$ cat src/rtl/bmap_pkg.sv
package bmap_pkg;
  localparam int LOG_AW  = 16;
  localparam int PHYS_AW = 20;
  localparam int WIN_AW  = 14;
  localparam int DATA_W  = 8;

  localparam int BANK_W     = PHYS_AW - WIN_AW;
  localparam int REGION_W   = LOG_AW - WIN_AW;
  localparam int NUM_REGION = 1 << REGION_W;
  localparam int NUM_WIN    = NUM_REGION - 2;
  localparam int WSEL_W     = (NUM_WIN > 1) ? $clog2(NUM_WIN) : 1;

  typedef enum logic [1:0] {
    RGN_FIXED_LO = 2'd0,
    RGN_WINDOW   = 2'd1,
    RGN_FIXED_HI = 2'd2
  } rgn_kind_e;
endpackage

$ cat src/rtl/bmap_decode.sv
module bmap_decode
  import bmap_pkg::*;
#(
  parameter int P_LOG_AW  = LOG_AW,
  parameter int P_WIN_AW  = WIN_AW,
  parameter int P_NUM_WIN = NUM_WIN,
  parameter int P_WSEL_W  = WSEL_W
) (
  input  logic [P_LOG_AW-1:0] addr,
  output rgn_kind_e           kind,
  output logic [P_WSEL_W-1:0] win_sel,
  output logic                reg_hit,
  output logic [P_WSEL_W-1:0] reg_sel
);
  localparam int RGN_W  = P_LOG_AW - P_WIN_AW;
  localparam int LAST_R = (1 << RGN_W) - 1;

  logic [RGN_W-1:0] region;
  logic [RGN_W-1:0] win_ofs;

  assign region  = addr[P_LOG_AW-1:P_WIN_AW];
  assign win_ofs = region - RGN_W'(1);

  always_comb begin
    if (region == '0)
      kind = RGN_FIXED_LO;
    else if (region == RGN_W'(LAST_R))
      kind = RGN_FIXED_HI;
    else
      kind = RGN_WINDOW;
  end

  assign win_sel = P_WSEL_W'(win_ofs);
  assign reg_hit = (addr < P_LOG_AW'(P_NUM_WIN));
  assign reg_sel = addr[P_WSEL_W-1:0];
endmodule

$ cat src/rtl/bmap_regs.sv
module bmap_regs
  import bmap_pkg::*;
#(
  parameter int P_DATA_W  = DATA_W,
  parameter int P_BANK_W  = BANK_W,
  parameter int P_NUM_WIN = NUM_WIN,
  parameter int P_WSEL_W  = WSEL_W
) (
  input  logic                               clk,
  input  logic                               rst,
  input  logic                               phi2,
  input  logic                               reg_hit,
  input  logic [P_WSEL_W-1:0]                reg_sel,
  input  logic                               cpu_rw,
  input  logic [P_DATA_W-1:0]                wdata,
  output logic [P_NUM_WIN-1:0][P_BANK_W-1:0] bank_q
);
  logic                phi2_q;
  logic                cap_hit;
  logic                cap_wr;
  logic [P_WSEL_W-1:0] cap_sel;
  logic [P_BANK_W-1:0] cap_data;
  logic                commit;
  logic                unused_hi_bits;

  assign unused_hi_bits = ^wdata[P_DATA_W-1:P_BANK_W];

  // Bus state is captured every clock while phi2 is high; the last
  // capture is what the falling edge commits.
  always_ff @(posedge clk) begin
    if (rst) begin
      phi2_q   <= 1'b0;
      cap_hit  <= 1'b0;
      cap_wr   <= 1'b0;
      cap_sel  <= '0;
      cap_data <= '0;
    end else begin
      phi2_q <= phi2;
      if (phi2) begin
        cap_hit  <= reg_hit;
        cap_wr   <= ~cpu_rw;
        cap_sel  <= reg_sel;
        cap_data <= wdata[P_BANK_W-1:0];
      end
    end
  end

  assign commit = phi2_q & ~phi2 & cap_hit & cap_wr;

  for (genvar w = 0; w < P_NUM_WIN; w++) begin : g_bank
    always_ff @(posedge clk) begin
      if (rst)
        bank_q[w] <= P_BANK_W'(w + 1);
      else if (commit && (cap_sel == P_WSEL_W'(w)))
        bank_q[w] <= cap_data;
    end
  end
endmodule

$ cat src/rtl/bmap_xlate.sv
module bmap_xlate
  import bmap_pkg::*;
#(
  parameter int P_WIN_AW  = WIN_AW,
  parameter int P_BANK_W  = BANK_W,
  parameter int P_NUM_WIN = NUM_WIN,
  parameter int P_WSEL_W  = WSEL_W
) (
  input  rgn_kind_e                          kind,
  input  logic [P_WSEL_W-1:0]                win_sel,
  input  logic [P_WIN_AW-1:0]                offset,
  input  logic [P_NUM_WIN-1:0][P_BANK_W-1:0] bank_q,
  output logic [P_BANK_W+P_WIN_AW-1:0]       phys
);
  logic [P_BANK_W-1:0] bank_sel;

  always_comb begin
    case (kind)
      RGN_FIXED_LO: bank_sel = '0;
      RGN_FIXED_HI: bank_sel = '1;
      default:      bank_sel = bank_q[win_sel];
    endcase
  end

  assign phys = {bank_sel, offset};
endmodule

$ cat src/rtl/bank_mapper.sv
module bank_mapper
  import bmap_pkg::*;
#(
  parameter int P_LOG_AW  = LOG_AW,
  parameter int P_PHYS_AW = PHYS_AW,
  parameter int P_WIN_AW  = WIN_AW,
  parameter int P_DATA_W  = DATA_W
) (
  input  logic                 clk,
  input  logic                 rst,
  input  logic [P_LOG_AW-1:0]  cpu_addr,
  input  logic [P_DATA_W-1:0]  cpu_wdata,
  input  logic                 cpu_rw,
  input  logic                 phi2,
  output logic [P_PHYS_AW-1:0] phys_addr,
  output logic                 reg_hit,
  output logic [P_DATA_W-1:0]  reg_rdata
);
  localparam int L_BANK_W  = P_PHYS_AW - P_WIN_AW;
  localparam int L_NUM_WIN = (1 << (P_LOG_AW - P_WIN_AW)) - 2;
  localparam int L_WSEL_W  = (L_NUM_WIN > 1) ? $clog2(L_NUM_WIN) : 1;

  rgn_kind_e                          kind;
  logic [L_WSEL_W-1:0]                win_sel;
  logic [L_WSEL_W-1:0]                reg_sel;
  logic [L_NUM_WIN-1:0][L_BANK_W-1:0] bank_q;

  bmap_decode #(
    .P_LOG_AW(P_LOG_AW), .P_WIN_AW(P_WIN_AW),
    .P_NUM_WIN(L_NUM_WIN), .P_WSEL_W(L_WSEL_W)
  ) u_decode (
    .addr(cpu_addr), .kind(kind), .win_sel(win_sel),
    .reg_hit(reg_hit), .reg_sel(reg_sel)
  );

  bmap_regs #(
    .P_DATA_W(P_DATA_W), .P_BANK_W(L_BANK_W),
    .P_NUM_WIN(L_NUM_WIN), .P_WSEL_W(L_WSEL_W)
  ) u_regs (
    .clk(clk), .rst(rst), .phi2(phi2), .reg_hit(reg_hit),
    .reg_sel(reg_sel), .cpu_rw(cpu_rw), .wdata(cpu_wdata),
    .bank_q(bank_q)
  );

  bmap_xlate #(
    .P_WIN_AW(P_WIN_AW), .P_BANK_W(L_BANK_W),
    .P_NUM_WIN(L_NUM_WIN), .P_WSEL_W(L_WSEL_W)
  ) u_xlate (
    .kind(kind), .win_sel(win_sel), .offset(cpu_addr[P_WIN_AW-1:0]),
    .bank_q(bank_q), .phys(phys_addr)
  );

  assign reg_rdata = (reg_hit && cpu_rw) ? P_DATA_W'(bank_q[reg_sel]) : '0;
endmodule

$ cat config.mk
export PLATFORM = sky130hd
export DESIGN_NAME = bank_mapper
export DESIGN_NICKNAME = d
export VERILOG_FILES = /design/src/rtl/bmap_pkg.sv /design/src/rtl/bmap_decode.sv /design/src/rtl/bmap_regs.sv /design/src/rtl/bmap_xlate.sv /design/src/rtl/bank_mapper.sv
export SDC_FILE = /design/constraint.sdc
export NUM_CORES = 1
export LEC_CHECK = 0
export CORE_UTILIZATION = 30
export CTS_CLUSTER_SIZE = 30
export DETAILED_ROUTE_END_ITERATION = 10
export HOLD_SLACK_MARGIN = 0.08
export PLACE_DENSITY_LB_ADDON = 0.12
export SYNTH_ARGS = -nofsm -noshare
export SYNTH_HDL_FRONTEND = slang
export SYNTH_SLANG_ARGS = --single-unit
$ cat constraint.sdc
create_clock -name clk -period 3.8 [get_ports clk]
set_clock_uncertainty 0.2 [all_clocks]
set_input_delay 0.57 -clock clk [delete_from_list [all_inputs] [get_ports clk]]
set_output_delay 0.57 -clock clk [all_outputs]
set_load 0.03 [all_outputs]
**Yosys cells after proc, flatten, opt, wreduce, memory -nomap -nowiden**

Cells that the tools add are included.

- Register bits: 22
- Latch bits: 0
- Bits in writable memories: 0
- Bits in read-only memories: 0
- Input port bits: 28
- Output and inout port bits: 29
- Memories: 0

- $add $sub $neg: 1
- $mul: 0
- Divide/modulo/power cells: 0
- Magnitude comparators: 3
- Equal/unequal tests: 2
- Shift-type cells: 0
- Muxes and demuxes: 8
- Bitwise logic cells: 6
- Reductions and logical operators: 5

Operator list:

| kind | count |
|---|---|
| 6-bit 2-to-1 mux | 5 |
| 16-bit by 2-bit < comparator with 1-bit output (second input constant) | 1 |
| 6-bit one-hot mux with 2 select lines | 1 |
| 2-bit equality test (second input constant) | 2 |
| 2-bit zero test | 2 |
| 1-bit by 2-bit < comparator with 1-bit output (second input constant) | 2 |
| 2-bit 2-to-1 mux | 2 |
| 1-bit AND | 3 |
| 1-bit logical AND | 3 |
| 1-bit NOT | 3 |
| 1-bit subtractor (second input constant) | 1 |

**Depth between registers and ports, before layout**

Gate-level depths: netlist of run 1.

- Depth in word-level cells: 5
- Gate-level depth with buffers: 6

**Hierarchy**

From an unflattened synthesis of run 1, not the netlist that was laid out.

- Cells, all modules: 138
- Area, all modules: 1271.2 um^2

By module, submodules not included:

| module | times used | cells each | area an instance (um^2) | sequential area each (um^2) |
|---|---|---|---|---|
| bmap_regs | 1 | 83 | 864.6 | 440.4 |
| bmap_xlate | 1 | 28 | 210.2 | 0.0 |
| bank_mapper | 1 | 17 | 116.4 | 0.0 |
| bmap_decode | 1 | 10 | 80.1 | 0.0 |

**Worst setup path after synthesis of run 1**

OpenSTA, ideal clock, no wires.

- Path kind: input to output
- Start point: input cpu_addr[14]
- End point: output reg_rdata[0]
- Arrival time: 1897 ps
- Data required time: 3030 ps
- Path slack: 1133 ps
- Cell stages on the path: 6
- Buffers on the path: 1
- Cells stage by stage: buf_2 -> inv_1 -> ha_1 -> inv_1 -> a41oi_2 -> nor3_1

- Longest elaborated chain between the ends: 3

Ends and longest elaborated chain:

| item | RTL line | source |
|---|---|---|
| from (decl) | bank_mapper.sv:11 | `input logic [P_LOG_AW-1:0] cpu_addr,` |
| 16-bit by 2-bit < comparator with 1-bit output | bmap_decode.sv:34 | `assign reg_hit = (addr < P_LOG_AW'(P_NUM_WIN));` |
| 1-bit logical AND | bank_mapper.sv:53 | `assign reg_rdata = (reg_hit && cpu_rw) ? P_DATA_W'(bank_q[reg_sel]) : '0;` |
| 6-bit 2-to-1 mux | bank_mapper.sv:53 |  |
| to (decl) | bank_mapper.sv:17 | `output logic [P_DATA_W-1:0] reg_rdata` |

No other way between the ends.

**Worst setup path in the final report of run 1**

- Start point: input cpu_addr[13]
- End point: output reg_rdata[3]

Same word-level chain as after synthesis.

==> impl_metrics.ini, run 1 <==
[outcome]
status = completed

[floorplan]
dieHeight_um = 66.36
ios = 57
core-area_um2 = 4000
die_area_um2 = 4403
rows = 23
start_util_pct = 31.06
die_x_um = 66.36

[timing]
worst_pin_slew_ps = 774.9
max_slew_margin_pct = 48.18
max_freq_ghz = 0.2960
min_period_ps = 3378
setup_violations = 0
rsz0062_at_grt = false
setup_tns_ps = 0
hold_violations = 0
timing.final.crit_share_pct = 88.89
maxSlewViolCount = 0
hold_ws_ps = 289.9

[yosys]
netlist_instances = 145
synth_edf_count = 0
synth_cell_types = 25
synth_top_area_share_pct = 35.45
synthTopCellsByArea = dfxtp_1 (35%), mux2i_1 (15%), buf_4 (9.7%)
synth_top_area_cell = dfxtp_1
synth_most_common_cell = dfxtp_1
yosysSeqAreaShare_pct = 35.45
ys.flop_type = dfxtp_1
synth-seq-cells = 22
yosys_warnings = 0
ys_top_cells_by_count = dfxtp_1 (22), mux2i_1 (19), a21oi_1 (16), buf_4 (16)
synth_area_per_cell_um2 = 8.569
netlist_area_um2 = 1242
async_flop_share_pct = 0

[power]
ir_worst_vdd_v = 0.0001538
power.density_nw_per_um2 = 303.0
leakage_nw = 0.6355

[cts]
h-tree-depth = 1
numCtsBuffers = 3
clk_pin_slew_ps = 70
cts_setup_buffers = 0
cts_hold_buf = 0
clkLatencyLatePin_ps = 260
cts_sinks = 22
clockBufferDepth = 2
root_buffer = clkbuf_8
cts_tree = yes
cts-resized-gates = 0

[layout]
nFillCells = 412
final_nets = 210
areaGrowthSynthToFinish_pct = 38.47
diodes = 0
drive_gt1_share_pct = 4.520

[global_route]
overflow = 0
grt_pass1_wl_um = 4567
grt_max_degree = 23
grt_busiest_layer = met2
grt_use_met3_pct = 2.414
track_usage_pct = 13.81
grtUsageMet2_pct = 22.32
grt.met1_usage_pct = 17.98
first_global_vias = 981
antenna_found_initial = 0

[worst_setup_path]
critPathSlowestCell = clkdlybuf4s50_1
end_kind = output port
start_kind = input port
rr_endpoint = u_regs.bank_q[11]
reg2reg_from = u_regs.cap_sel
cp.arrival_ps = 2610
critPathBufInv = 2
critPathLaunch = cpu_addr[13]
required_ps = 3030
cp_common_cell = clkdlybuf4s50_1
crit_type = input port to output port
crit_cells = 5
critical-path-top-delay-family = buffers and inverters
reg2regPathDepth = 3
r2r_setup_slack_ps = 2260
slowest_delay_ps = 700
crit_path_max_fanout = 8
worstPathCellList = clkdlybuf4s50_1, nor4_2, a41oi_2, nor3_1, clkdlybuf4s50_1
endpoint = reg_rdata[3]

[route]
via_per_inst = 4.907
firstDrtPassIters = 5
drt_iter0_markers = 33
drc_errors = 0
wirelength_um = 2979
num_vias = 1114
routedWlPerCell_um = 13.12
drtAntennaViolNets = 0

[worst_hold_path]
min_path_type = flop to flop

[place]
gp_congestion = 0.6794
dpl.hpwl_um = 2271
io_buffer_count = 52

[flow_run]
maxCapViolations = 0
cells by family after synthesis:
| kind of cell | share of synthesized area, % |
|---|---|
| compound gates | 14.80 |
| fa+ha+maj | 3.021 |
| buf+inv | 13.90 |
| flops | 35.45 |
| mux | 15.31 |
| other cells | 0.3018 |
| simple gates | 17.22 |
worst min-delay path by stage:
stage | from | endpoint | slack [ps] | cells past startpoint
6_report | u_regs.bank_q[2] | u_regs.bank_q[2] | 290 | 2
2_1_floorplan | u_regs.cap_data[4] | u_regs.bank_q[10] | 260 | 2
4_1_cts | u_regs.bank_q[2] | u_regs.bank_q[2] | 290 | 2
3_5_place_dp | u_regs.bank_q[2] | u_regs.bank_q[2] | 280 | 2
5_1_grt | u_regs.cap_data[5] | u_regs.bank_q[11] | 320 | 2
3_3_place_gp | u_regs.cap_data[1] | u_regs.bank_q[1] | 270 | 2
cells in the final DEF, fill, tap and decap left out, drive strengths merged:
| cell type | instances |
|---|---|
| nand4b | 1 |
| a41oi | 1 |
| a21oi | 16 |
| nor2 | 10 |
| nor2b | 2 |
| nor3 | 7 |
| o21ai | 12 |
| mux2i | 19 |
| inv | 4 |
| nor4 | 2 |
| nand2b | 1 |
| a21boi | 1 |
| clkbuf | 3 |
| nand2 | 1 |
| conb | 2 |
| clkdlybuf4s50 | 52 |
| nand3 | 12 |
| and4b | 1 |
| buf | 1 |
| ha | 3 |
| a211oi | 2 |
| nand3b | 2 |
| dfxtp | 22 |
registers in the layout (all words and copies together), names as in the netlist:
register and cells:
u_regs.bank_q 12, u_regs.cap_data 6, u_regs.cap_hit 1, u_regs.cap_sel 1
u_regs.cap_wr 1, u_regs.phi2_q 1
through the flow:
stage                     utilization [%]  setup WS, ps  instance area (µm²)  std cells  total power [mW]
after floorplan                         -          1133                 1246        146            0.3319
after global placement              41.98         387.2                 1679        224            0.3868
after detailed placement            41.98         388.4                 1679        224            0.3882
after CTS                           43.01         388.4                 1720        227            0.5262
after global routing                43.01         271.2                 1720        227            0.5479
final                               43.01         422.0                 1720        227            0.5213
where the power goes:
group	total (mW)	leakage (nW)	switching (mW)	internal (mW)
Clock	0.139	0.0216	0.0686	0.0706
Combinational	0.139	0.435	0.0739	0.0653
Sequential	0.243	0.179	0.00640	0.237
per-layer routing:
layer  vias up  share of wire, %
met5         -                 0
met4         0               1.3
met3         5               7.9
met2        59                45
met1       488                46
li1        562                 -
worst reg2reg max path, cell delays in order (launching register included):
cell	delay, ps
dfxtp_1	590
inv_1	280
o21ai_0	230
a21oi_1	90
layout make-up:
class | instances | area, µm² | share of cell area (%)
Tap cell | 50 | 62.56 | 3.636
Inverter | 4 | 15.01 | 0.8727
Multi-Input combinational cell | 95 | 633.1 | 36.80
Sequential cell | 22 | 440.4 | 25.60
Timing Repair Buffer | 53 | 528.0 | 30.69
Clock buffer | 3 | 41.29 | 2.400
No activity file was read; power rests on OpenSTA's default activity.
==> inputs of run 2 (changes only) <==
--- a/config.mk
+++ b/config.mk
@@ -10,6 +10,7 @@
 export DETAILED_ROUTE_END_ITERATION = 10
 export HOLD_SLACK_MARGIN = 0.08
 export PLACE_DENSITY_LB_ADDON = 0.12
+export SLEW_MARGIN = 20
 export SYNTH_ARGS = -nofsm -noshare
 export SYNTH_HDL_FRONTEND = slang
 export SYNTH_SLANG_ARGS = --single-unit
==> results of run 2 <==
Same layout as run 1: the final DEF is identical, and so are final timing and power.
==> inputs of run 3 (changes only) <==
--- a/config.mk
+++ b/config.mk
@@ -5,7 +5,7 @@
 export SDC_FILE = /design/constraint.sdc
 export NUM_CORES = 1
 export LEC_CHECK = 0
-export CORE_UTILIZATION = 30
+export CORE_UTILIZATION = 39
 export CTS_CLUSTER_SIZE = 30
 export DETAILED_ROUTE_END_ITERATION = 10
 export HOLD_SLACK_MARGIN = 0.08
==> impl_metrics.ini, run 3 (synthesis gave the netlist of run 1 again) <==
[outcome]
status = completed

[route]
num_vias = 1121
drtAntennaViolNets = 0
drc_errors = 0
wirelength_um = 2753
routedWlPerCell_um = 12.40
firstDrtPassIters = 4
drt_iter0_markers = 15
via_per_inst = 5.050

[layout]
areaGrowthSynthToFinish_pct = 37.46
nFillCells = 288
diodes = 0
largest_reg_flops = 12
final_nets = 210
drive_gt1_share_pct = 5.056
final_common_cell = clkdlybuf4s50_1
top_register = u_regs.bank_q
layout_common_cells = clkdlybuf4s50_1 (52), dfxtp_1 (22), mux2i_1 (19), a21oi_1 (16)
largestRegisters = u_regs.bank_q (12), u_regs.cap_data (6)

[cts]
clockBufferDepth = 2
cts-resized-gates = 0
cts_hold_buf = 0
h-tree-depth = 1
clkLatencyLatePin_ps = 300
cts_tree = yes
cts_setup_buffers = 0
clk_pin_slew_ps = 110
root_buffer = clkbuf_4
numCtsBuffers = 3
cts_sinks = 22

[worst_hold_path]
hold_path_end = u_regs.bank_q[8]
hold_depth = 2
worstHoldStart = u_regs.cap_data[2]
min_path_type = flop to flop

[floorplan]
rows = 20
core-area_um2 = 3028
start_util_pct = 41.03
ios = 57
dieHeight_um = 58.44
die_x_um = 58.44
die_area_um2 = 3415

[worst_setup_path]
critPathBufInv = 2
reg2regPathDepth = 3
rr_endpoint = u_regs.bank_q[9]
cp.arrival_ps = 2610
crit_path_max_fanout = 8
start_kind = input port
reg2reg_from = u_regs.cap_sel
critPathSlowestCell = clkdlybuf4s50_1
slowest_delay_ps = 700
cp_common_cell = clkdlybuf4s50_1
crit_type = input port to output port
r2r_setup_slack_ps = 2290
worstPathCellList = clkdlybuf4s50_1, nor4_2, a41oi_2, nor3_1, clkdlybuf4s50_1
critical-path-top-delay-family = buffers and inverters
end_kind = output port
required_ps = 3030

[timing]
worst_pin_slew_ps = 747.9
hold_violations = 0
setup_violations = 0
min_period_ps = 3378
timing.final.crit_share_pct = 88.90
rsz0062_at_grt = false
setup_tns_ps = 0
maxSlewViolCount = 0
max_slew_margin_pct = 49.98
worst_slack_ps = 422.0
max_freq_ghz = 0.2960

[place]
dpl.hpwl_um = 2260
gp_congestion = 0.7028
io_buffer_count = 52
dp_slack_ps = 403.1

[power]
p_int_mw = 0.3604
power_mw = 0.5057
leakage_nw = 0.6350
ir_worst_vdd_v = 0.0001881
power.density_nw_per_um2 = 296.1
pwr-share-clk_pct = 24.4
power_frac_seq_pct = 48.0
netSwitchingPower_mw = 0.1453
pwr-share-comb_pct = 27.6
switching_share_pct = 28.74

[global_route]
antenna_found_initial = 0
track_usage_pct = 17.77
grt_pass1_wl_um = 4740
first_global_vias = 1070
overflow = 0
grt_max_degree = 23

[flow_run]
maxCapViolations = 0
==> run 3: worst max-delay path by stage <==
stage,endpoint,cells after the start,start,slack [ps]
6_report,reg_rdata[1],5,cpu_addr[7],420
5_1_grt,reg_rdata[1],5,cpu_addr[7],300
4_1_cts,reg_rdata[1],5,cpu_addr[7],400
3_5_place_dp,reg_rdata[1],5,cpu_addr[7],400
3_3_place_gp,reg_rdata[2],5,cpu_addr[13],430
2_1_floorplan,reg_rdata[0],6,cpu_addr[14],1130
==> run 3: worst register-to-register path, stage by stage (launching register included) <==
cell     delay, ps
dfxtp_1        590
inv_1          260
o21ai_0        240
a21oi_1         90
==> run 3: through the flow <==
stage                     cells  cell area (µm²)  hold WS (ps)  util [%]
after global routing        222             1708         331.7     56.41
after global placement      218             1672         273.2     55.21
after floorplan             146             1246         256.2         -
after detailed placement    218             1672         281.9     55.21
after CTS                   222             1708         298.8     56.41
final                       222             1708         298.3     56.41
==> run 3: layout make-up <==
type	instances	area, µm²	share of cell area [%]
Inverter	4	15.01	0.8791
Multi-Input combinational cell	95	633.1	37.07
Sequential cell	22	440.4	25.79
Tap cell	44	55.05	3.223
Timing Repair Buffer	53	528.0	30.92
Clock buffer	4	36.28	2.125
==> run 3: routing by layer <==
metal | share of wire, % | vias to the layer above | global-route usage (%)
met5 | 0 | - | 0
met4 | 1.1 | 0 | 6.463
met3 | 8.9 | 4 | 3.956
met2 | 48 | 44 | 32.02
met1 | 42 | 512 | 20.57
li1 | - | 561 | -
==> run 3: power by group through the flow <==
stage               Clock, mW  Sequential, mW  Combinational (mW)
global route            0.141           0.244               0.149
finish                  0.123           0.243               0.140
floorplan                   0           0.245              0.0868
detailed placement          0           0.248               0.140
global placement            0           0.247               0.137
CTS                     0.129           0.243               0.140
